===== config.mk =====
export PLATFORM = sky130hd
export DESIGN_NAME = shm_arbiter
export DESIGN_NICKNAME = d
export VERILOG_FILES = /design/src/rtl/shm_arb_pkg.sv /design/src/rtl/shm_post_buf.sv /design/src/rtl/shm_ws_timer.sv /design/src/rtl/shm_grant.sv /design/src/rtl/shm_arbiter.sv
export SDC_FILE = /design/constraint.sdc
export NUM_CORES = 1
export LEC_CHECK = 0
export BUFFER_PORTS_ARGS = -buffer_cell sky130_fd_sc_hd__buf_2
export CAP_MARGIN = 10
export CORE_UTILIZATION = 35
export CTS_BUF_LIST = sky130_fd_sc_hd__clkbuf_4 sky130_fd_sc_hd__clkbuf_8
export CTS_CLUSTER_DIAMETER = 120
export CTS_CLUSTER_SIZE = 25
export DETAILED_ROUTE_END_ITERATION = 8
export PLACE_DENSITY = 0.61
export SLEW_MARGIN = 5
export SYNTH_ARGS = -nofsm -noshare
export SYNTH_HDL_FRONTEND = slang
export SYNTH_SLANG_ARGS = --single-unit

===== constraint.sdc =====
create_clock -name clk_i -period 3 [get_ports clk_i]
set_clock_uncertainty 0.05 [all_clocks]
set_input_delay 0.15 -clock clk_i [delete_from_list [all_inputs] [get_ports clk_i]]
set_output_delay 0.15 -clock clk_i [all_outputs]
set_load 0.01 [all_outputs]

===== src/rtl/shm_arb_pkg.sv =====
package shm_arb_pkg;
  typedef enum logic [1:0] {
    OWN_NONE = 2'd0,
    OWN_CPU  = 2'd1,
    OWN_PWR  = 2'd2,
    OWN_HRD  = 2'd3
  } owner_e;
endpackage


===== src/rtl/shm_post_buf.sv =====
module shm_post_buf #(
  parameter int AW = 16,
  parameter int DW = 16
) (
  input  logic          clk_i,
  input  logic          rst_ni,
  input  logic          push_i,
  input  logic [AW-1:0] addr_i,
  input  logic [DW-1:0] data_i,
  input  logic          pop_i,
  output logic          valid_o,
  output logic [AW-1:0] addr_o,
  output logic [DW-1:0] data_o
);
  logic          valid_q;
  logic [AW-1:0] addr_q;
  logic [DW-1:0] data_q;

  always_ff @(posedge clk_i or negedge rst_ni) begin
    if (!rst_ni) begin
      valid_q <= 1'b0;
      addr_q  <= '0;
      data_q  <= '0;
    end else if (push_i) begin
      valid_q <= 1'b1;
      addr_q  <= addr_i;
      data_q  <= data_i;
    end else if (pop_i) begin
      valid_q <= 1'b0;
    end
  end

  assign valid_o = valid_q;
  assign addr_o  = addr_q;
  assign data_o  = data_q;

  // one entry, never overwritten
  p_no_push_full_r5: assert property (@(posedge clk_i) disable iff (!rst_ni)
    push_i |-> !valid_q);
  // drain only a held entry
  p_pop_held_r4: assert property (@(posedge clk_i) disable iff (!rst_ni)
    pop_i |-> valid_q);
endmodule


===== src/rtl/shm_ws_timer.sv =====
module shm_ws_timer #(
  parameter int WS_W = 3
) (
  input  logic            clk_i,
  input  logic            rst_ni,
  input  logic            start_i,
  input  logic [WS_W-1:0] ws_i,
  output logic            busy_o,
  output logic            done_o
);
  logic            busy_q;
  logic [WS_W-1:0] cnt_q;

  always_ff @(posedge clk_i or negedge rst_ni) begin
    if (!rst_ni) begin
      busy_q <= 1'b0;
      cnt_q  <= '0;
    end else if (start_i) begin
      busy_q <= 1'b1;
      cnt_q  <= ws_i;
    end else if (busy_q) begin
      if (cnt_q == '0) busy_q <= 1'b0;
      else             cnt_q  <= cnt_q - WS_W'(1);
    end
  end

  assign busy_o = busy_q;
  assign done_o = busy_q && (cnt_q == '0);

  p_start_idle_r2: assert property (@(posedge clk_i) disable iff (!rst_ni)
    start_i |-> !busy_q);
  p_hold_busy_r2: assert property (@(posedge clk_i) disable iff (!rst_ni)
    (busy_q && !done_o) |=> busy_q);
  p_gap_after_r2: assert property (@(posedge clk_i) disable iff (!rst_ni)
    done_o |=> !busy_q);
endmodule


===== src/rtl/shm_grant.sv =====
module shm_grant
  import shm_arb_pkg::*;
(
  input  logic   clk_i,
  input  logic   rst_ni,
  input  logic   en_i,
  input  logic   pw_i,
  input  logic   cpu_i,
  input  logic   rd_i,
  output owner_e gnt_o
);
  logic last_host_q;  // previous grant went to the host side

  always_comb begin
    gnt_o = OWN_NONE;
    if (en_i) begin
      if (pw_i)                 gnt_o = OWN_PWR;
      else if (cpu_i && rd_i)   gnt_o = last_host_q ? OWN_CPU : OWN_HRD;
      else if (cpu_i)           gnt_o = OWN_CPU;
      else if (rd_i)            gnt_o = OWN_HRD;
    end
  end

  always_ff @(posedge clk_i or negedge rst_ni) begin
    if (!rst_ni)                 last_host_q <= 1'b1;
    else if (gnt_o != OWN_NONE)  last_host_q <= (gnt_o != OWN_CPU);
  end

  p_pw_wins_r8: assert property (@(posedge clk_i) disable iff (!rst_ni)
    (en_i && pw_i) |-> (gnt_o == OWN_PWR));
  p_no_grant_busy_r2: assert property (@(posedge clk_i) disable iff (!rst_ni)
    !en_i |-> (gnt_o == OWN_NONE));
endmodule


===== src/rtl/shm_arbiter.sv =====
module shm_arbiter
  import shm_arb_pkg::*;
#(
  parameter int AW   = 16,
  parameter int DW   = 16,
  parameter int WS_W = 3
) (
  input  logic            clk_i,
  input  logic            rst_ni,
  input  logic [WS_W-1:0] flash_ws_i,
  input  logic [WS_W-1:0] sram_ws_i,
  input  logic            cpu_req_i,
  input  logic [AW-1:0]   cpu_addr_i,
  output logic            cpu_done_o,
  output logic [DW-1:0]   cpu_rdata_o,
  input  logic            host_rd_i,
  input  logic            host_wr_i,
  input  logic [AW-1:0]   host_addr_i,
  input  logic [DW-1:0]   host_wdata_i,
  output logic            host_wait_o,
  output logic [DW-1:0]   host_rdata_o,
  output logic            mem_req_o,
  output logic            mem_sram_o,
  output logic            mem_we_o,
  output logic [AW-1:0]   mem_addr_o,
  output logic [DW-1:0]   mem_wdata_o,
  input  logic [DW-1:0]   mem_rdata_i
);
  logic            buf_valid, buf_push, buf_pop;
  logic [AW-1:0]   buf_addr;
  logic [DW-1:0]   buf_data;
  logic            busy, done, start;
  logic [WS_W-1:0] ws_sel;
  owner_e          gnt, owner_q;
  logic            sram_q, we_q;
  logic [AW-1:0]   addr_q;
  logic [DW-1:0]   wdata_q;
  logic            rd_done;

  assign rd_done  = done && (owner_q == OWN_HRD);
  assign buf_push = host_wr_i && !buf_valid;
  assign buf_pop  = done && (owner_q == OWN_PWR);

  shm_post_buf #(.AW(AW), .DW(DW)) u_buf (
    .clk_i   (clk_i),
    .rst_ni  (rst_ni),
    .push_i  (buf_push),
    .addr_i  (host_addr_i),
    .data_i  (host_wdata_i),
    .pop_i   (buf_pop),
    .valid_o (buf_valid),
    .addr_o  (buf_addr),
    .data_o  (buf_data)
  );

  shm_grant u_grant (
    .clk_i  (clk_i),
    .rst_ni (rst_ni),
    .en_i   (!busy),
    .pw_i   (buf_valid),
    .cpu_i  (cpu_req_i),
    .rd_i   (host_rd_i),
    .gnt_o  (gnt)
  );

  assign start  = (gnt != OWN_NONE);
  assign ws_sel = (gnt == OWN_CPU) ? flash_ws_i : sram_ws_i;

  shm_ws_timer #(.WS_W(WS_W)) u_timer (
    .clk_i   (clk_i),
    .rst_ni  (rst_ni),
    .start_i (start),
    .ws_i    (ws_sel),
    .busy_o  (busy),
    .done_o  (done)
  );

  always_ff @(posedge clk_i or negedge rst_ni) begin
    if (!rst_ni) begin
      owner_q <= OWN_NONE;
      sram_q  <= 1'b0;
      we_q    <= 1'b0;
      addr_q  <= '0;
      wdata_q <= '0;
    end else if (start) begin
      owner_q <= gnt;
      sram_q  <= (gnt != OWN_CPU);
      we_q    <= (gnt == OWN_PWR);
      wdata_q <= buf_data;
      case (gnt)
        OWN_CPU: addr_q <= cpu_addr_i;
        OWN_PWR: addr_q <= buf_addr;
        default: addr_q <= host_addr_i;
      endcase
    end
  end

  assign mem_req_o    = busy;
  assign mem_sram_o   = sram_q;
  assign mem_we_o     = we_q;
  assign mem_addr_o   = addr_q;
  assign mem_wdata_o  = wdata_q;
  assign cpu_done_o   = done && (owner_q == OWN_CPU);
  assign cpu_rdata_o  = mem_rdata_i;
  assign host_rdata_o = mem_rdata_i;
  assign host_wait_o  = (host_wr_i && buf_valid) || (host_rd_i && !rd_done);

  p_pw_first_r8: assert property (@(posedge clk_i) disable iff (!rst_ni)
    (!busy && buf_valid) |=> (mem_req_o && mem_we_o && mem_sram_o));
  p_rd_hold_r6: assert property (@(posedge clk_i) disable iff (!rst_ni)
    (host_rd_i && buf_valid) |-> host_wait_o);
  p_rd_release_r7: assert property (@(posedge clk_i) disable iff (!rst_ni)
    (host_rd_i && !host_wait_o) |-> (mem_req_o && mem_sram_o && !mem_we_o));
  p_cpu_pulse_r9: assert property (@(posedge clk_i) disable iff (!rst_ni)
    cpu_done_o |=> !cpu_done_o);
  p_cpu_flash_r9: assert property (@(posedge clk_i) disable iff (!rst_ni)
    cpu_done_o |-> (mem_req_o && !mem_sram_o));
endmodule


# Word-level counts from Yosys, hierarchy flattened
# Cells that the tools add are included.
# classes
n_mux	16
reduce_logical	16
eq_ne	7
add_sub_neg	1
# ops
cell	count
case mux 16 bit (2 select lines)	1
2-to-1 mux 2 bit	6
2-to-1 mux 3 bit	4
logical AND 1 bit	8
== test 2 bit, second input constant	3
nonzero test 2 bit	3
2-to-1 mux 1 bit	5
== test 2 x 1 -> 1 bit, second input constant	2
logical NOT 3 bit	1
subtractor 3 x 1 -> 3 bit, second input constant	1
logical NOT 1 bit	2
!= test 2 x 1 -> 1 bit, second input constant	1
!= test 2 bit, second input constant	1
AND reduction 2 bit	1
logical OR 1 bit	1
# totals
ff_bits	74
input_bits	75
output_inout_bits	69

# Longest topological paths before layout
# logic_depth
ltp_word	8
depth_mapped	8

# Modules after synthesis
# A second synthesis with hierarchy kept.
# hier_totals
cells_unflattened	292
hier_area_um2	3733.6
# modules_own_cells
module	cells_each	instances	seq_area_each_um2	area_each_um2
shm_arbiter	185	1	900.9	2034.5
shm_post_buf	71	1	825.8	1377.6
shm_ws_timer	27	1	100.1	241.5
shm_grant	9	1	26.3	80.1

# Worst setup path after synthesis
# Ideal clock, no wire load.
# synth_timing
kind	reg2reg
from	register u_grant.last_host_q
to	register addr_q[10], in the netlist mem_addr_o[10]
required_ps	2815
setup_slack_ps	1117
stages_incl_launch_ff	9
setup_time_ps	135
arrival_time_ps	1698
synth_period_minus_slack_ps	1883
cell_sequence	dfstp_2 a21boi_0 o21bai_1 inv_1 ha_1 buf_2 buf_4 a221oi_1 o31ai_1
# synth_via
elab_chain_cells	6
# synth_lines
item	line	source
start, declared	shm_grant.sv:12	logic last_host_q;
start signal, assigned	shm_grant.sv:26	else if (gnt_o != OWN_NONE) last_host_q <= (gnt_o != OWN_CPU);
2-to-1 mux 2 bit (*) (2 in a row)	shm_grant.sv:18	else if (cpu_i && rd_i) gnt_o = last_host_q ? OWN_CPU : OWN_HRD;
2-to-1 mux 2 bit (*)	shm_grant.sv:17	if (pw_i) gnt_o = OWN_PWR;
2-to-1 mux 2 bit (*)	shm_grant.sv:16	if (en_i) begin
net gnt[1]	shm_arbiter.sv:34	owner_e gnt, owner_q;
== test 2 bit or == test 2 x 1 -> 1 bit (tied branches)	shm_arbiter.sv:90	case (gnt)
case mux 16 bit (2 select lines)	shm_arbiter.sv:90	
end signal, assigned	shm_arbiter.sv:91	OWN_CPU: addr_q <= cpu_addr_i;
end signal, assigned	shm_arbiter.sv:92	OWN_PWR: addr_q <= buf_addr;
end signal, assigned	shm_arbiter.sv:93	default: addr_q <= host_addr_i;
end, declared	shm_arbiter.sv:36	logic [AW-1:0] addr_q;
# Mark *: on every way through the listed nets, which the timed path passes. The rest lies on a longest branch.
# A chain may end at the register's enable or synchronous reset.

# Worst setup path after layout
# layout_timing
from	register u_timer.busy_q, in the netlist u_timer.busy_o
to	register addr_q[5], in the netlist mem_addr_o[5]
# layout_via
elab_chain_cells	3
# layout_lines
item	line	source
start, declared	shm_ws_timer.sv:11	logic busy_q;
start signal, assigned	shm_ws_timer.sv:16	busy_q <= 1'b0;
start signal, assigned	shm_ws_timer.sv:19	busy_q <= 1'b1;
start signal, assigned	shm_ws_timer.sv:22	if (cnt_q == '0) busy_q <= 1'b0;
2-to-1 mux 2 bit (*)	shm_grant.sv:16	
net gnt[0]	shm_arbiter.sv:34	
== test 2 bit or == test 2 x 1 -> 1 bit (tied branches)	shm_arbiter.sv:90	
case mux 16 bit (2 select lines)	shm_arbiter.sv:90	
# Marked as above.

==> key figures <==
Clock network
  • CTS tree: done
  • CTS Buf Count: 9
  • Clk sinks: 74
  • Worst-Skew Late Latency: 0.35 ns
  • Hold buffers post-CTS: 33
  • Root buf cell: clkbuf_8
  • Total setup buffers inserted after CTS: 0
  • H-tree Lvls: 3
  • Post-CTS sizing: 0
  • Clock buffer depth: 2
  • Worst-path clk slew: 0.08 ns

Setup path
  • Worst Reg2Reg Path Length in Cells: 6
  • R2R Path Start: u_timer.busy_o
  • Crit path depth: 6
  • Crit path launch type: flip-flop
  • Delay-heaviest family, CP: adder cells
  • Worst stage delay on the critical path: 0.90 ns
  • R2R Path End: mem_addr_o[5]
  • CP Buf/Inv Count: 1
  • Setup CP Type: reg -> reg
  • Critical Path AT: 2.56 ns
  • Crit-path cells: nor2_1 > o21ai_0 > inv_1 > ha_1 > a221oi_1 > o31ai_1
  • Setup crit end kind: flip-flop
  • CP Max Fanout: 32
  • Setup crit start: u_timer.busy_o
  • CP Data Required Time: 3.20 ns
  • Slowest CP cell: ha_1
  • Critical Path End: mem_addr_o[5]
  • R2r setup slk: 0.64 ns

Global routing
  • Largest net degree at the start of global routing: 75
  • Total gr overflow: 0
  • Initial antenna violation count: 0
  • GRT Total Usage: 15.0%
  • Vias in the first global route: 2587
  • First-pass GRT wire length: 12700 um

Synthesis
  • EDFF count, synth: 0
  • Top-count cell post-synth: dfrtp_1
  • Synth cell count leaders: dfrtp_1 (73), buf_4 (35), mux2_4 (29), nand2_1 (24)
  • Synthesis warning total: 0
  • Syn Area/Cell: 12.7 um2
  • Synth area leaders: dfrtp_1 (50%), mux2_4 (12%), buf_4 (7.2%)
  • Mapped cell area: 3630 um2
  • Post-Syn Nets: 366
  • Seq cells post-synth: 74
  • Sequential fraction of the synthesis area: 51.0%
  • Largest area contributor in the netlist: dfrtp_1
  • Async set or reset register ratio after synthesis: 100%
  • Unique cell type count in the Yosys netlist: 31
  • Syn Inst Count: 286
  • Post-synth top flop: dfrtp_1
  • Top-area cell type share of the netlist area: 50.3%

Place
  • Placer Congestion: 0.761
  • Dpl ws: 0.651 ns
  • Buffers on Ports: 95
  • Inst Count DP: 467
  • Post-detail-place hpwl: 4910 um

Route
  • Via/cell ratio: 4.82
  • DR vias: 2485
  • Starting DRT DRC Count: 139
  • Wirelength per Cell: 15.1 um
  • Total iterations of the first detailed-routing run: 4
  • Final ANT Viol Nets: 0
  • Post-route DRC: 0
  • Post-Route WL: 7800 um

STA
  • Worst-margin pin slew: 0.938 ns
  • Setup Viol. Count Final: 0
  • Final Critical Period: 2.36 ns
  • Slew Limit Fails: 0
  • Final Cycle Share: 78.6%
  • Setup ws final: 0.641 ns
  • F_max: 424 MHz
  • Slew headroom: 37.5%
  • RSZ-0062 raised after global routing: no
  • Sum Neg Setup Slack: 0 ns
  • Fin. Hold Viols: 0

Floorplanning
  • Io pins: 144
  • Core outline area: 9910 um2
  • Die Height: 104 um
  • Die area: 10800 um2
  • Chip Width: 104 um
  • Cell row count: 36
  • Effective utilization at floorplan: 36.6%

Pwr
  • Max IR drop VDD: 0.493 mV
  • Pleak: 2.17 nW
  • Power density cells: 1010 nW/um2

Outcome
  • Status: finished clean

Finish
  • Area grow syn2layout: 25.3%
  • Diodes inserted: 0
  • Fin nets: 458
  • Non-Filler Instances: 516
  • Fraction of layout cells with a size suffix above 1: 43.6%

Hold path
  • Hold crit path type: in -> reg

Job
  • Max-cap viol count: 0
==> sequential cells by signal, summed over array words and instances (netlist names) <==
| signal | cells |
|---|---|
| mem_wdata_o | 16 |
| u_timer.busy_o | 1 |
| u_buf.addr_o | 16 |
| u_timer.cnt_q | 3 |
| owner_q | 2 |
| u_buf.data_o | 16 |
| mem_addr_o | 16 |
| mem_we_o | 1 |
| u_buf.valid_o | 1 |
| mem_sram_o | 1 |
| u_grant.last_host_q | 1 |
==> through the flow <==
stage	power (W)	hold slack (ns)	cell area, um2	util (%)
6_report	0.00460	0.0281	4550	45.9
5_1_grt	0.00491	0.0333	4550	45.9
4_1_cts	0.00466	0.00882	4550	45.9
3_5_place_dp	0.00355	0.250	3950	39.9
3_3_place_gp	0.00350	0.250	3950	39.9
2_1_floorplan	0.00307	-0.196	3630	-
==> kinds of logic (layout without fill, tap and decap cells) <==
kind of cell,Yosys count,in the layout,share of synthesized area [%]
flops,74,74,51.0
buf+inv,56,153,11.3
mux,52,52,19.0
simple gates,51,51,7.00
compound gates,48,48,9.96
fa+ha+maj,5,5,1.72
==> worst register-to-register path: stages, from the launching register on <==
cell and delay (ns):
dfrtp_1 0.56, nor2_1 0.07, o21ai_0 0.18, inv_1 0.09, ha_1 0.90, a221oi_1 0.13
o31ai_1 0.30
==> cells in the final DEF (no fill, tap or decap), types with 2 or more instances in the layout <==
master and count:
a21oi_1 2, clkbuf_8 9, nand2_1 24, a21o_1 2
ha_1 4, o21ai_0 5, inv_6 2, o31ai_1 16
bufinv_16 4, dfrtp_1 73, a221oi_1 16, dlygate4sd3_1 33
inv_1 5, buf_4 3, nor2b_1 19, a211oi_1 2
buf_2 94, nor2_1 2, mux2_4 29, mux2i_1 3
buf_12 2, mux2_2 20
==> layout make-up <==
type | count | area (um2)
Fill cell | 922 | 5360
Sequential cell | 74 | 1850
Multi-Input combinational cell | 156 | 1380
Clock buffer | 9 | 124
Inverter | 5 | 18.8
Clock inverter | 7 | 146
Tap cell | 133 | 166
Timing Repair Buffer | 132 | 863
==> worst min path at each step <==
stage,from,to,slack (ns),cells after the start
global route,flash_ws_i[2],u_timer.cnt_q[2],0.03,3
floorplan,rst_ni,mem_addr_o[0],-0.20,0
detailed placement,mem_rdata_i[8],cpu_rdata_o[8],0.25,0
finish,flash_ws_i[2],u_timer.cnt_q[2],0.03,3
global placement,mem_rdata_i[8],cpu_rdata_o[8],0.25,0
CTS,flash_ws_i[2],u_timer.cnt_q[2],0.009,3
==> power by group <==
part           internal, W  leakage, nW  switching (W)
Combinational     0.000975         1.14       0.000809
Clock             0.000644        0.134       0.000401
Sequential         0.00149        0.887       0.000280
==> metal layers <==
| layer | share of wire, % | track usage [%] | vias to the layer above |
|---|---|---|---|
| met5 | 0 | 0 | - |
| met4 | 1.7 | 6.43 | 0 |
| met3 | 6.2 | 4.39 | 21 |
| met2 | 48 | 24.8 | 80 |
| met1 | 44 | 18.1 | 1226 |
| li1 | - | - | 1158 |
Note: power is estimated with default switching activity, not from simulation.
